<file path="src/rtl/wdsPkg.sv">
package wdsPkg;
  typedef enum logic [1:0] {BAND_LL = 2'd0, BAND_LH = 2'd1, BAND_HL = 2'd2, BAND_HH = 2'd3} bandT;

  typedef struct packed {
    logic live;    // an image is in progress
    logic pixEn;   // level 1: accept external pixels
    logic rdEn;    // later levels: read buffer this cycle
    logic holdLL;  // current level is not the last: LL goes to buffer
    logic clear;   // level boundary pulse
    logic newImg;  // first cycle of a new image
  } ctrlT;
endpackage

</file>
<file path="src/rtl/wdsCtrl.sv">
module wdsCtrl
  import wdsPkg::*;
#(
  parameter int N  = 16,
  parameter int LW = 3,
  parameter int AW = 6
) (
  input  logic                    clk,
  input  logic                    rstN,
  input  logic                    start,
  input  logic [LW-1:0]           levels,
  input  logic                    dpOutValid,
  output ctrlT                    ctrl,
  output logic [AW-1:0]           rdAddr,
  output logic [LW-1:0]           level,
  output logic [$clog2(N)-1:0]    lineLen,
  output logic                    done
);
  localparam int LOGN = $clog2(N);
  localparam int CW   = 2 * LOGN + 1;
  localparam logic [CW-1:0] FULL = CW'(N * N);

  logic          busy, feeding, clearQ, newImgQ;
  logic [LW-1:0] jReg;
  logic [CW-1:0] outCnt, rdCnt, lvlTotal;

  // samples in and out of the current level: (N >> (level-1))^2
  assign lvlTotal = FULL >> (2 * (int'(level) - 1));

  always_ff @(posedge clk) begin
    if (!rstN) begin
      busy    <= 1'b0;
      done    <= 1'b0;
      feeding <= 1'b0;
      clearQ  <= 1'b0;
      newImgQ <= 1'b0;
      level   <= LW'(1);
      jReg    <= LW'(1);
      outCnt  <= '0;
      rdCnt   <= '0;
    end else begin
      clearQ  <= 1'b0;
      newImgQ <= 1'b0;
      if (start && !busy) begin
        busy    <= 1'b1;
        done    <= 1'b0;
        level   <= LW'(1);
        jReg    <= levels;
        outCnt  <= '0;
        rdCnt   <= '0;
        feeding <= 1'b0;
        newImgQ <= 1'b1;
      end else begin
        if (feeding) begin
          if (rdCnt == lvlTotal - 1'b1) feeding <= 1'b0;
          else rdCnt <= rdCnt + 1'b1;
        end
        if (busy && dpOutValid) begin
          if (outCnt == lvlTotal - 1'b1) begin
            outCnt <= '0;
            if (level == jReg) begin
              busy <= 1'b0;
              done <= 1'b1;
            end else begin
              clearQ  <= 1'b1;
              level   <= level + 1'b1;
              feeding <= 1'b1;
              rdCnt   <= '0;
            end
          end else begin
            outCnt <= outCnt + 1'b1;
          end
        end
      end
    end
  end

  always_comb begin
    ctrl        = '0;
    ctrl.live   = busy;
    ctrl.pixEn  = busy && (level == LW'(1));
    ctrl.rdEn   = feeding;
    ctrl.holdLL = (level != jReg);
    ctrl.clear  = clearQ;
    ctrl.newImg = newImgQ;
  end

  assign rdAddr  = rdCnt[AW-1:0];
  assign lineLen = LOGN'(N >> level);

  p_clear_pulse_r6: assert property (@(posedge clk) disable iff (!rstN)
    clearQ |=> !clearQ);
  p_clear_mid_image_r6: assert property (@(posedge clk) disable iff (!rstN)
    clearQ |-> (busy && level >= LW'(2) && level <= jReg));
  p_feed_later_r3: assert property (@(posedge clk) disable iff (!rstN)
    feeding |-> (busy && level >= LW'(2)));
  p_done_quiet_r8: assert property (@(posedge clk) disable iff (!rstN)
    done |-> (!busy && !feeding));
  p_start_ignored_r8: assert property (@(posedge clk) disable iff (!rstN)
    (busy && start) |=> $stable(jReg));
endmodule

</file>
<file path="src/rtl/wdsPath.sv">
module wdsPath
  import wdsPkg::*;
#(
  parameter int N  = 16,
  parameter int DW = 12,
  parameter int LW = 3,
  parameter int AW = 6
) (
  input  logic          clk,
  input  logic          rstN,
  input  ctrlT          ctrl,
  input  logic [AW-1:0] rdAddr,
  input  logic [LW-1:0] level,
  input  logic          pixValid,
  input  logic [DW-1:0] pixIn,
  output logic          dpInValid,
  output logic [DW-1:0] dpInData,
  input  logic          dpOutValid,
  input  logic [1:0]    dpOutBand,
  input  logic [DW-1:0] dpOutData,
  output logic          resValid,
  output logic [1:0]    resBand,
  output logic [LW-1:0] resLevel,
  output logic [DW-1:0] resData
);
  localparam int DEPTH = (N / 2) * (N / 2);

  logic [DW-1:0] mem [DEPTH];
  logic [DW-1:0] bufQ, pixQ;
  logic          bufV, pixV, wrEn;
  logic [AW-1:0] wrAddr;

  assign wrEn = ctrl.live && dpOutValid && (bandT'(dpOutBand) == BAND_LL) && ctrl.holdLL;

  always_ff @(posedge clk) begin
    if (wrEn) mem[wrAddr] <= dpOutData;
    if (ctrl.rdEn) bufQ <= mem[rdAddr];
    pixQ <= pixIn;
  end

  always_ff @(posedge clk) begin
    if (!rstN) begin
      bufV     <= 1'b0;
      pixV     <= 1'b0;
      wrAddr   <= '0;
      resValid <= 1'b0;
      resBand  <= '0;
      resLevel <= '0;
      resData  <= '0;
    end else begin
      bufV     <= ctrl.rdEn;
      pixV     <= ctrl.pixEn && pixValid;
      resValid <= 1'b0;
      if (ctrl.clear || ctrl.newImg) wrAddr <= '0;
      else if (wrEn) wrAddr <= wrAddr + 1'b1;
      if (ctrl.live && dpOutValid && !wrEn) begin
        resValid <= 1'b1;
        resBand  <= dpOutBand;
        resLevel <= level;
        resData  <= dpOutData;
      end
    end
  end

  // source multiplexer: buffer for later levels, pixels for level 1
  assign dpInValid = bufV || pixV;
  assign dpInData  = bufV ? bufQ : pixQ;

  p_write_behind_read_r3: assert property (@(posedge clk) disable iff (!rstN)
    (wrEn && ctrl.rdEn) |-> (wrAddr < rdAddr));
  p_single_source_r2: assert property (@(posedge clk) disable iff (!rstN)
    !(bufV && pixV));
  p_ll_held_r5: assert property (@(posedge clk) disable iff (!rstN)
    (resValid && bandT'(resBand) == BAND_LL) |-> $past(!ctrl.holdLL));
endmodule

</file>
<file path="src/rtl/wdsSeq.sv">
module wdsSeq
  import wdsPkg::*;
#(
  parameter int N  = 16,
  parameter int DW = 12,
  parameter int LW = $clog2($clog2(N)) + 1
) (
  input  logic                 clk,
  input  logic                 rstN,
  input  logic                 start,
  input  logic [LW-1:0]        levels,
  input  logic                 pixValid,
  input  logic [DW-1:0]        pixIn,
  output logic                 dpInValid,
  output logic [DW-1:0]        dpInData,
  output logic [$clog2(N)-1:0] dpLineLen,
  output logic                 dpClear,
  input  logic                 dpOutValid,
  input  logic [1:0]           dpOutBand,
  input  logic [DW-1:0]        dpOutData,
  output logic                 resValid,
  output logic [1:0]           resBand,
  output logic [LW-1:0]        resLevel,
  output logic [DW-1:0]        resData,
  output logic                 done
);
  localparam int AW = $clog2((N / 2) * (N / 2));

  ctrlT          ctrl;
  logic [AW-1:0] rdAddr;
  logic [LW-1:0] level;

  wdsCtrl #(.N(N), .LW(LW), .AW(AW)) u_ctrl (
    .clk(clk), .rstN(rstN), .start(start), .levels(levels),
    .dpOutValid(dpOutValid), .ctrl(ctrl), .rdAddr(rdAddr),
    .level(level), .lineLen(dpLineLen), .done(done)
  );

  wdsPath #(.N(N), .DW(DW), .LW(LW), .AW(AW)) u_path (
    .clk(clk), .rstN(rstN), .ctrl(ctrl), .rdAddr(rdAddr), .level(level),
    .pixValid(pixValid), .pixIn(pixIn),
    .dpInValid(dpInValid), .dpInData(dpInData),
    .dpOutValid(dpOutValid), .dpOutBand(dpOutBand), .dpOutData(dpOutData),
    .resValid(resValid), .resBand(resBand), .resLevel(resLevel), .resData(resData)
  );

  assign dpClear = ctrl.clear;
endmodule

</file>
<file path="config.mk">
export PLATFORM = sky130hd
export DESIGN_NAME = wdsSeq
export DESIGN_NICKNAME = d
export VERILOG_FILES = /design/src/rtl/wdsPkg.sv /design/src/rtl/wdsCtrl.sv /design/src/rtl/wdsPath.sv /design/src/rtl/wdsSeq.sv
export SDC_FILE = /design/constraint.sdc
export NUM_CORES = 1
export LEC_CHECK = 0
export ABC_AREA = 1
export BUFFER_PORTS_ARGS = -buffer_cell sky130_fd_sc_hd__clkbuf_2
export CAP_MARGIN = 20
export CORE_AREA = 2 2 226 340
export DETAILED_ROUTE_END_ITERATION = 16
export DIE_AREA = 0 0 228 342
export SYNTH_ARGS = -nofsm -noshare
export SYNTH_HDL_FRONTEND = slang
export SYNTH_SLANG_ARGS = --single-unit
</file>
<file path="constraint.sdc">
create_clock -name clk -period 2.95 [get_ports clk]
set_clock_uncertainty 0.1 [all_clocks]
set_input_delay 0.4425 -clock clk [delete_from_list [all_inputs] [get_ports clk]]
set_output_delay 0.4425 -clock clk [all_outputs]
set_load 0.01 [all_outputs]
</file>
==> summary.txt, run 1 <==
Status
  – Status: complete, no violations

Critical path
  – WP data required: 3.23 ns
  – Slowest cell on crit path: dfxtp_4
  – R2r startpoint: u_ctrl.rdCnt[0]
  – Crit path top cell by count: o211ai_1
  – Crit-path max FO: 50
  – Crit path DAT: 3.04 ns
  – R2R setup slack: 0.20 ns
  – Worst path max stage delay: 0.51 ns
  – CP Launch Point: u_ctrl.rdCnt[0]
  – Capturing point of the worst reg2reg path: u_path.bufQ[4]
  – R2R depth: 9
  – Critical Setup Path Class: register to register
  – Critical Path Source Type: register
  – Crit. End Element: register
  – CP Cell Sequence: inv_8 > buf_4 > o21ai_0 > o22ai_1 > o211ai_1 > o211ai_1 > o211ai_1 > buf_4 > nand2_1

STA
  – Slew Viols, Final: 0
  – Hold Violations, Final: 0
  – Worst Max-Slew Pin Slew: 1.08 ns
  – # setup viols final: 0
  – Final Hold Slack: 0.0232 ns
  – Final worst-path cycle share: 0.934
  – Fmax: 363 MHz
  – Setup TNS: 0 ns
  – Max transition margin: 0.279
  – Fin crit period: 2.75 ns

Die
  – Die area: 78000 sq um
  – Die height: 342 um
  – Initial Util: 0.444
  – Row cnt: 124
  – # IOs: 71
  – Core Area: 75400 sq um
  – Die X: 228 um

Drt
  – WL per Instance: 24.7 um
  – Via count: 22500
  – Drc violations: 0
  – Antenna Nets Post-Route: 0
  – DR iter-0 viols: 2097
  – Final wirelength: 96.0 mm
  – DR vias/cell: 5.80
  – DRT Pass-1 Iters: 6

Synth
  – Mapped Nets: 2670
  – Most used DFF post-synth: edfxtp_1
  – FF+latch count, synth: 847
  – Avg Cell Area, Syn: 12.8 sq um
  – Unique masters post-synth: 43
  – Yosys warnings: 0
  – Syn Inst Count: 2625
  – Post-synth ARST share: 0
  – Synth top area cells: edfxtp_1 70%, nor2_1 5.0%, o21ai_0 5.0%
  – Sequential share of the synthesized area: 0.739
  – EDFF count, synth: 780
  – Cell Area, Synth: 33500 sq um
  – Synth top area share: 0.699
  – Cell taking the most area after synthesis: edfxtp_1

Final layout
  – Final Util: 0.515
  – Non-Filler Instances: 3880
  – Area Growth Syn to Fin: 15.9%
  – Nets@finish: 2859
  – Layout cell share with drive strength beyond 1: 0.142
  – Diode count: 0

Placed design
  – RePlAce Congestion: 0.913
  – Dpl hpwl: 61.0 mm
  – Placed cells: 3723
  – Port Buffers: 70

GRT
  – First-pass GRT wire length: 142 mm
  – Antenna violations before repair: 0
  – Total gr overflow: 0
  – Total GRT Usage: 0.243
  – Vias in the first global route: 22100
  – Largest net degree at the start of global routing: 99

Power
  – Final Power: 23600 uW
  – Maximum VDD drop: 0.385 mV
  – PwrDens: 608 nW/um^2
  – Sw Ratio: 0.201
  – Sequential Power Share: 0.556
  – Clock Power Share: 0.421
  – P_leak: 0.0132 uW
  – Int Pwr: 18900 uW
  – Switch Pwr: 4740 uW
  – Combinational fraction of design power: 0.023

Clocking
  – # clock sinks: 847
  – Worst-Skew Late Latency: 0.63 ns
  – H-tree depth: 3
  – CTS Root Cell: clkbuf_16
  – Total clock buffers created by CTS: 77
  – Clk buf depth: 3
  – Clock transition at the registers of the reported paths: 0.07 ns
  – TritonCTS clock tree: built

Run
  – Max_cap viols: 0

Worst hold path
  – Hold path start: dpOutBand[0]
  – Hold path depth: 3
  – WHS Endpoint: u_path.resBand[0]
  – HP Class: input pin to register
## cells in the mapped netlist, types with 2 or more instances
cell       number
nand2_1       267
xnor2_1         4
nand2_4         4
inv_2           2
a221oi_1       28
nand2_2         3
ha_1           11
nor4_1          2
nor2_2          3
xor2_1         10
a21oi_1        29
o22ai_1        79
nand3_2         4
nand3b_1        2
inv_1          56
nor2_1        448
nand3_4         3
nand3_1       136
buf_4           2
buf_2          35
edfxtp_1      780
buf_1           7
o21ai_1         2
buf_6           2
nor3_1         13
nor2_4          2
o221ai_1       68
o21ai_0       336
nand4_1        22
o211ai_1       50
a31oi_1         4
clkbuf_1      121
o2111ai_1      11
nor3b_1         3
dfxtp_1        67
a22o_1          2
## state kept, by name (all words and copies together), names as in the netlist, 2 cells and up
register and count:
u_path.resLevel 3, u_ctrl.rdCnt 9, u_ctrl.outCnt 9, u_ctrl.level 3, u_path.mem 768, u_ctrl.jReg 3, u_path.resData 12, u_path.pixQ 12
u_path.resBand 2, u_path.wrAddr 6, u_path.bufQ 12
## cell usage in the layout, fill, tap and decap left out, types with 4 or more instances in the layout
| cell | netlist | routed |
|---|---|---|
| nor2_2 | 3 | 5 |
| nor3_2 | 0 | 4 |
| buf_12 | 0 | 21 |
| a221oi_1 | 28 | 28 |
| nand3_2 | 4 | 4 |
| inv_6 | 0 | 4 |
| o221ai_1 | 68 | 68 |
| nor2_1 | 448 | 445 |
| clkbuf_16 | 0 | 81 |
| nand2_2 | 3 | 4 |
| xnor2_1 | 4 | 4 |
| clkinvlp_4 | 0 | 4 |
| buf_4 | 2 | 168 |
| nor3_1 | 13 | 9 |
| clkbuf_1 | 121 | 17 |
| clkinv_2 | 0 | 7 |
| dlygate4sd3_1 | 0 | 18 |
| o21ai_0 | 336 | 335 |
| edfxtp_1 | 780 | 780 |
| o22ai_1 | 79 | 79 |
| ha_1 | 11 | 10 |
| clkinv_1 | 1 | 13 |
| a21oi_1 | 29 | 29 |
| nand2_1 | 267 | 265 |
| dfxtp_1 | 67 | 64 |
| bufinv_16 | 0 | 6 |
| xor2_1 | 10 | 10 |
| nand3_1 | 136 | 136 |
| clkbuf_2 | 0 | 70 |
| nand2_4 | 4 | 4 |
| inv_1 | 56 | 53 |
| nand4_1 | 22 | 22 |
| a31oi_1 | 4 | 4 |
| o211ai_1 | 50 | 50 |
| o2111ai_1 | 11 | 11 |
## worst max-delay path, delay by kind of cell (launching register included)
kind	cells	cell delay, ns
AO/OA/AOI/OAI	5	1.17
buffers and inverters	3	0.61
flip-flops	1	0.51
AND/OR/NAND/NOR	1	0.04
## final cells by class
type / instances / area (sq um)
fillers: 6440 / 36600
flip-flops and latches: 847 / 24800
multi-input cells: 1551 / 7880
repair buffers: 277 / 2210
clock buffers: 101 / 2130
well taps: 1008 / 1260
clock inverters: 36 / 353
inverters: 60 / 238
## kinds of logic after synthesis
logic type	share of synthesized area
and+or+nand+nor	0.115
xor gates and xnor gates	0.00366
buffers and inverters	0.0275
AOI/OAI and AO/OA	0.111
adders and majority gates	0.00411
DFF	0.739
## metal layers
metal | GRT usage | part of all wire
met3 | 0.0320 | 0.056
met4 | 0.125 | 0.052
met2 | 0.434 | 0.52
met5 | 0 | 0
met1 | 0.289 | 0.38
## power by group through the flow
| stage | Combinational, uW | Sequential [uW] | Clock, uW |
|---|---|---|---|
| finish | 541 | 13100 | 9950 |
| global route | 580 | 13100 | 10500 |
| CTS | 533 | 13100 | 10100 |
| detailed placement | 513 | 13400 | 0 |
| global placement | 502 | 13400 | 0 |
| floorplan | 155 | 13400 | 0 |
## worst max-delay path by stage
stage	end	slack (ns)	cells past startpoint
final	u_path.bufQ[4]	0.20	9
after global routing	u_ctrl.rdCnt[5]	-0.04	19
after CTS	u_ctrl.rdCnt[5]	0.11	19
after detailed placement	u_ctrl.rdCnt[5]	0.14	19
after global placement	u_ctrl.rdCnt[1]	0.15	19
after floorplan	u_ctrl.rdCnt[3]	0.20	21
## stage by stage
stage               setup slack (ns)  cell area [sq um]
floorplan                      0.198              33500
global placement               0.152              36100
detailed placement             0.136              36100
CTS                            0.108              38800
global route                 -0.0360              38800
finish                         0.196              38800
## repair_timing
action	CTS	global route
endpoints found under the setup margin	0	22
hold endpoints to repair	17	0
buffers inserted	0	2
hold buffers	18	0
resized for setup	0	7
No activity file was read; power rests on OpenSTA's default activity.
==> inputs of run 2 (changes only) <==
Clock period 2.95 ns to 3.2 ns, I/O delays scaled along.
==> run 2 against run 1 <==
Net effect: critical endpoint is now u_ctrl.rdCnt[0]; worst setup slack improved by 0.11 ns; combinational power decreased by 11%; non-clock buffer count decreased by 40; largest power group unchanged; utilization decreased by 0.54 points; sequential cell count unchanged; die area unchanged; critical path type unchanged; global-route usage decreased by 0.11 points; clock-buffer cell count decreased by 1; first-iteration DRC count increased by 21%.
==> summary.txt, run 2 (synthesized netlist as in run 1, its figures left out) <==
Status
  – Status: complete, no violations

Final layout
  – Layout cell share with drive strength beyond 1: 0.131
  – Fillcell total: 6479
  – Non-Filler Instances: 3842
  – Commonest non-fill, non-tap cells in the layout: 780 x edfxtp_1, 445 x nor2_1, 336 x o21ai_0
  – Register area: 24800 sq um
  – Final instance area: 38400 sq um
  – Area Growth Syn to Fin: 14.7%
  – Most common cell after layout, fill and taps aside: edfxtp_1
  – Nets@finish: 2818
  – Multi-input gate area: 7860 sq um
  – Biggest register: u_path.mem
  – Max FFs per register: 768

Power
  – P_leak: 0.0130 uW
  – Maximum VDD drop: 0.404 mV
  – PwrDens: 564 nW/um^2

Die
  – Core Area: 75400 sq um
  – # IOs: 71
  – Row cnt: 124
  – Die X: 228 um
  – Initial Util: 0.444
  – Die area: 78000 sq um
  – Die height: 342 um

STA
  – Fin crit period: 2.90 ns
  – # setup viols final: 0
  – Worst Max-Slew Pin Slew: 1.10 ns
  – Final worst-path cycle share: 0.906
  – Slew Viols, Final: 0
  – Final Hold Slack: 0.0913 ns
  – Setup TNS: 0 ns
  – Hold Violations, Final: 0
  – RSZ-0062 raised after global routing: no
  – Fmax: 345 MHz
  – Max transition margin: 0.268

Clocking
  – # clock sinks: 847
  – H-tree depth: 3
  – CTS resizes: 0
  – Worst-Skew Late Latency: 0.63 ns
  – CTS Root Cell: clkbuf_16
  – Total clock buffers created by CTS: 76
  – TritonCTS clock tree: built
  – Clock transition at the registers of the reported paths: 0.06 ns
  – Clk buf depth: 3

Placed design
  – RePlAce Congestion: 0.895
  – Dpl cell area: 35800 sq um
  – Dpl hpwl: 59.5 mm
  – Port Buffers: 70
  – Placed cells: 3686

Critical path
  – Critical Path Source Type: register
  – Crit. End Element: register
  – WP data required: 3.63 ns
  – Slowest cell on crit path: ha_1
  – Critical Setup Path Class: register to register
  – Crit path DAT: 3.33 ns
  – R2R depth: 17
  – Worst path max stage delay: 0.35 ns
  – Crit-path max FO: 14
  – Crit path top cell by count: nand2_1
  – R2R setup slack: 0.30 ns
  – CP Cell Sequence: inv_1 > ha_1 > inv_1 > nand2_1 > nand2_1 > nand3_4 > ha_1 > xnor2_1 > nor3_1 > nand3_1 > nor2_1 > nand2_1 > nor2_1 > nand2_2 > nand2_1 > xor2_1 > nor2_1

Drt
  – Via count: 22300
  – DRT Pass-1 Iters: 5
  – Final wirelength: 96.3 mm
  – Antenna Nets Post-Route: 0
  – WL per Instance: 25.1 um
  – DR iter-0 viols: 2539
  – Drc violations: 0
  – DR vias/cell: 5.79

GRT
  – Total gr overflow: 0
  – Vias in the first global route: 21600
  – Total GRT Usage: 0.242
  – Antenna violations before repair: 1
  – First-pass GRT wire length: 140 mm
  – Largest net degree at the start of global routing: 122

Worst hold path
  – HP Class: input pin to register
  – Hold path depth: 3

Run
  – Max_cap viols: 0
[run 2: cell types whose count changed in the layout (fill, tap and decap cells not counted), moves of 3 or more]
cell        delta
buf_12         -3
clkinv_2       +6
clkinvlp_4     -3
buf_4         -35
[run 2: worst max-delay path: cells and delay by family (launching register included)]
kind,cells,cell delay (ns)
AND/OR/NAND/NOR,11,1.24
adder cells (fa/ha/maj),2,0.58
flip-flops,1,0.33
XOR/XNOR,2,0.31
buffers and inverters,2,0.23
[run 2: per-stage QoR]
stage | setup WS (ns) | utilization | power, uW
finish | 0.302 | 0.510 | 21700
global route | 0.0227 | 0.510 | 22200
CTS | 0.290 | 0.510 | 21800
detailed placement | 0.307 | 0.475 | 12800
global placement | 0.370 | 0.475 | 12800
floorplan | 0.448 | - | 12500
[run 2: final cells by class]
cell class,instances,share of cell area
Antenna cell,1,0.0000651
Clock buffer,100,0.0543
Clock inverter,38,0.00905
Inverter,60,0.00618
Multi-Input combinational cell,1551,0.204
Sequential cell,847,0.644
Tap cell,1008,0.0328
Timing Repair Buffer,237,0.0486
[run 2: metal layers]
layer	share of wire	GRT usage	routed length (um)
met1	0.38	0.293	36300
met2	0.50	0.419	48400
met3	0.059	0.0279	5690
met4	0.061	0.144	5900
met5	0	0	0
[run 2: where the power goes]
group	switching, uW	internal [uW]
combinational	367	117
clock	4030	5040
sequential	18.9	12100
[run 2: what timing repair did]
| item | 4_1_cts | 5_1_grt |
|---|---|---|
| hold buffers | 16 | 0 |
| hold endpoints to repair | 16 | 0 |
| setup buffers | 0 | 0 |
[run 2: path summary, 6_finish.rpt]
kind	start	endpoint
worst max-delay path	u_ctrl.level[1]	u_ctrl.rdCnt[0]
worst min-delay path	dpOutBand[1]	u_path.resBand[1]
worst max register to register	u_ctrl.level[1]	u_ctrl.rdCnt[0]
worst min register to register	u_ctrl.done	u_ctrl.done
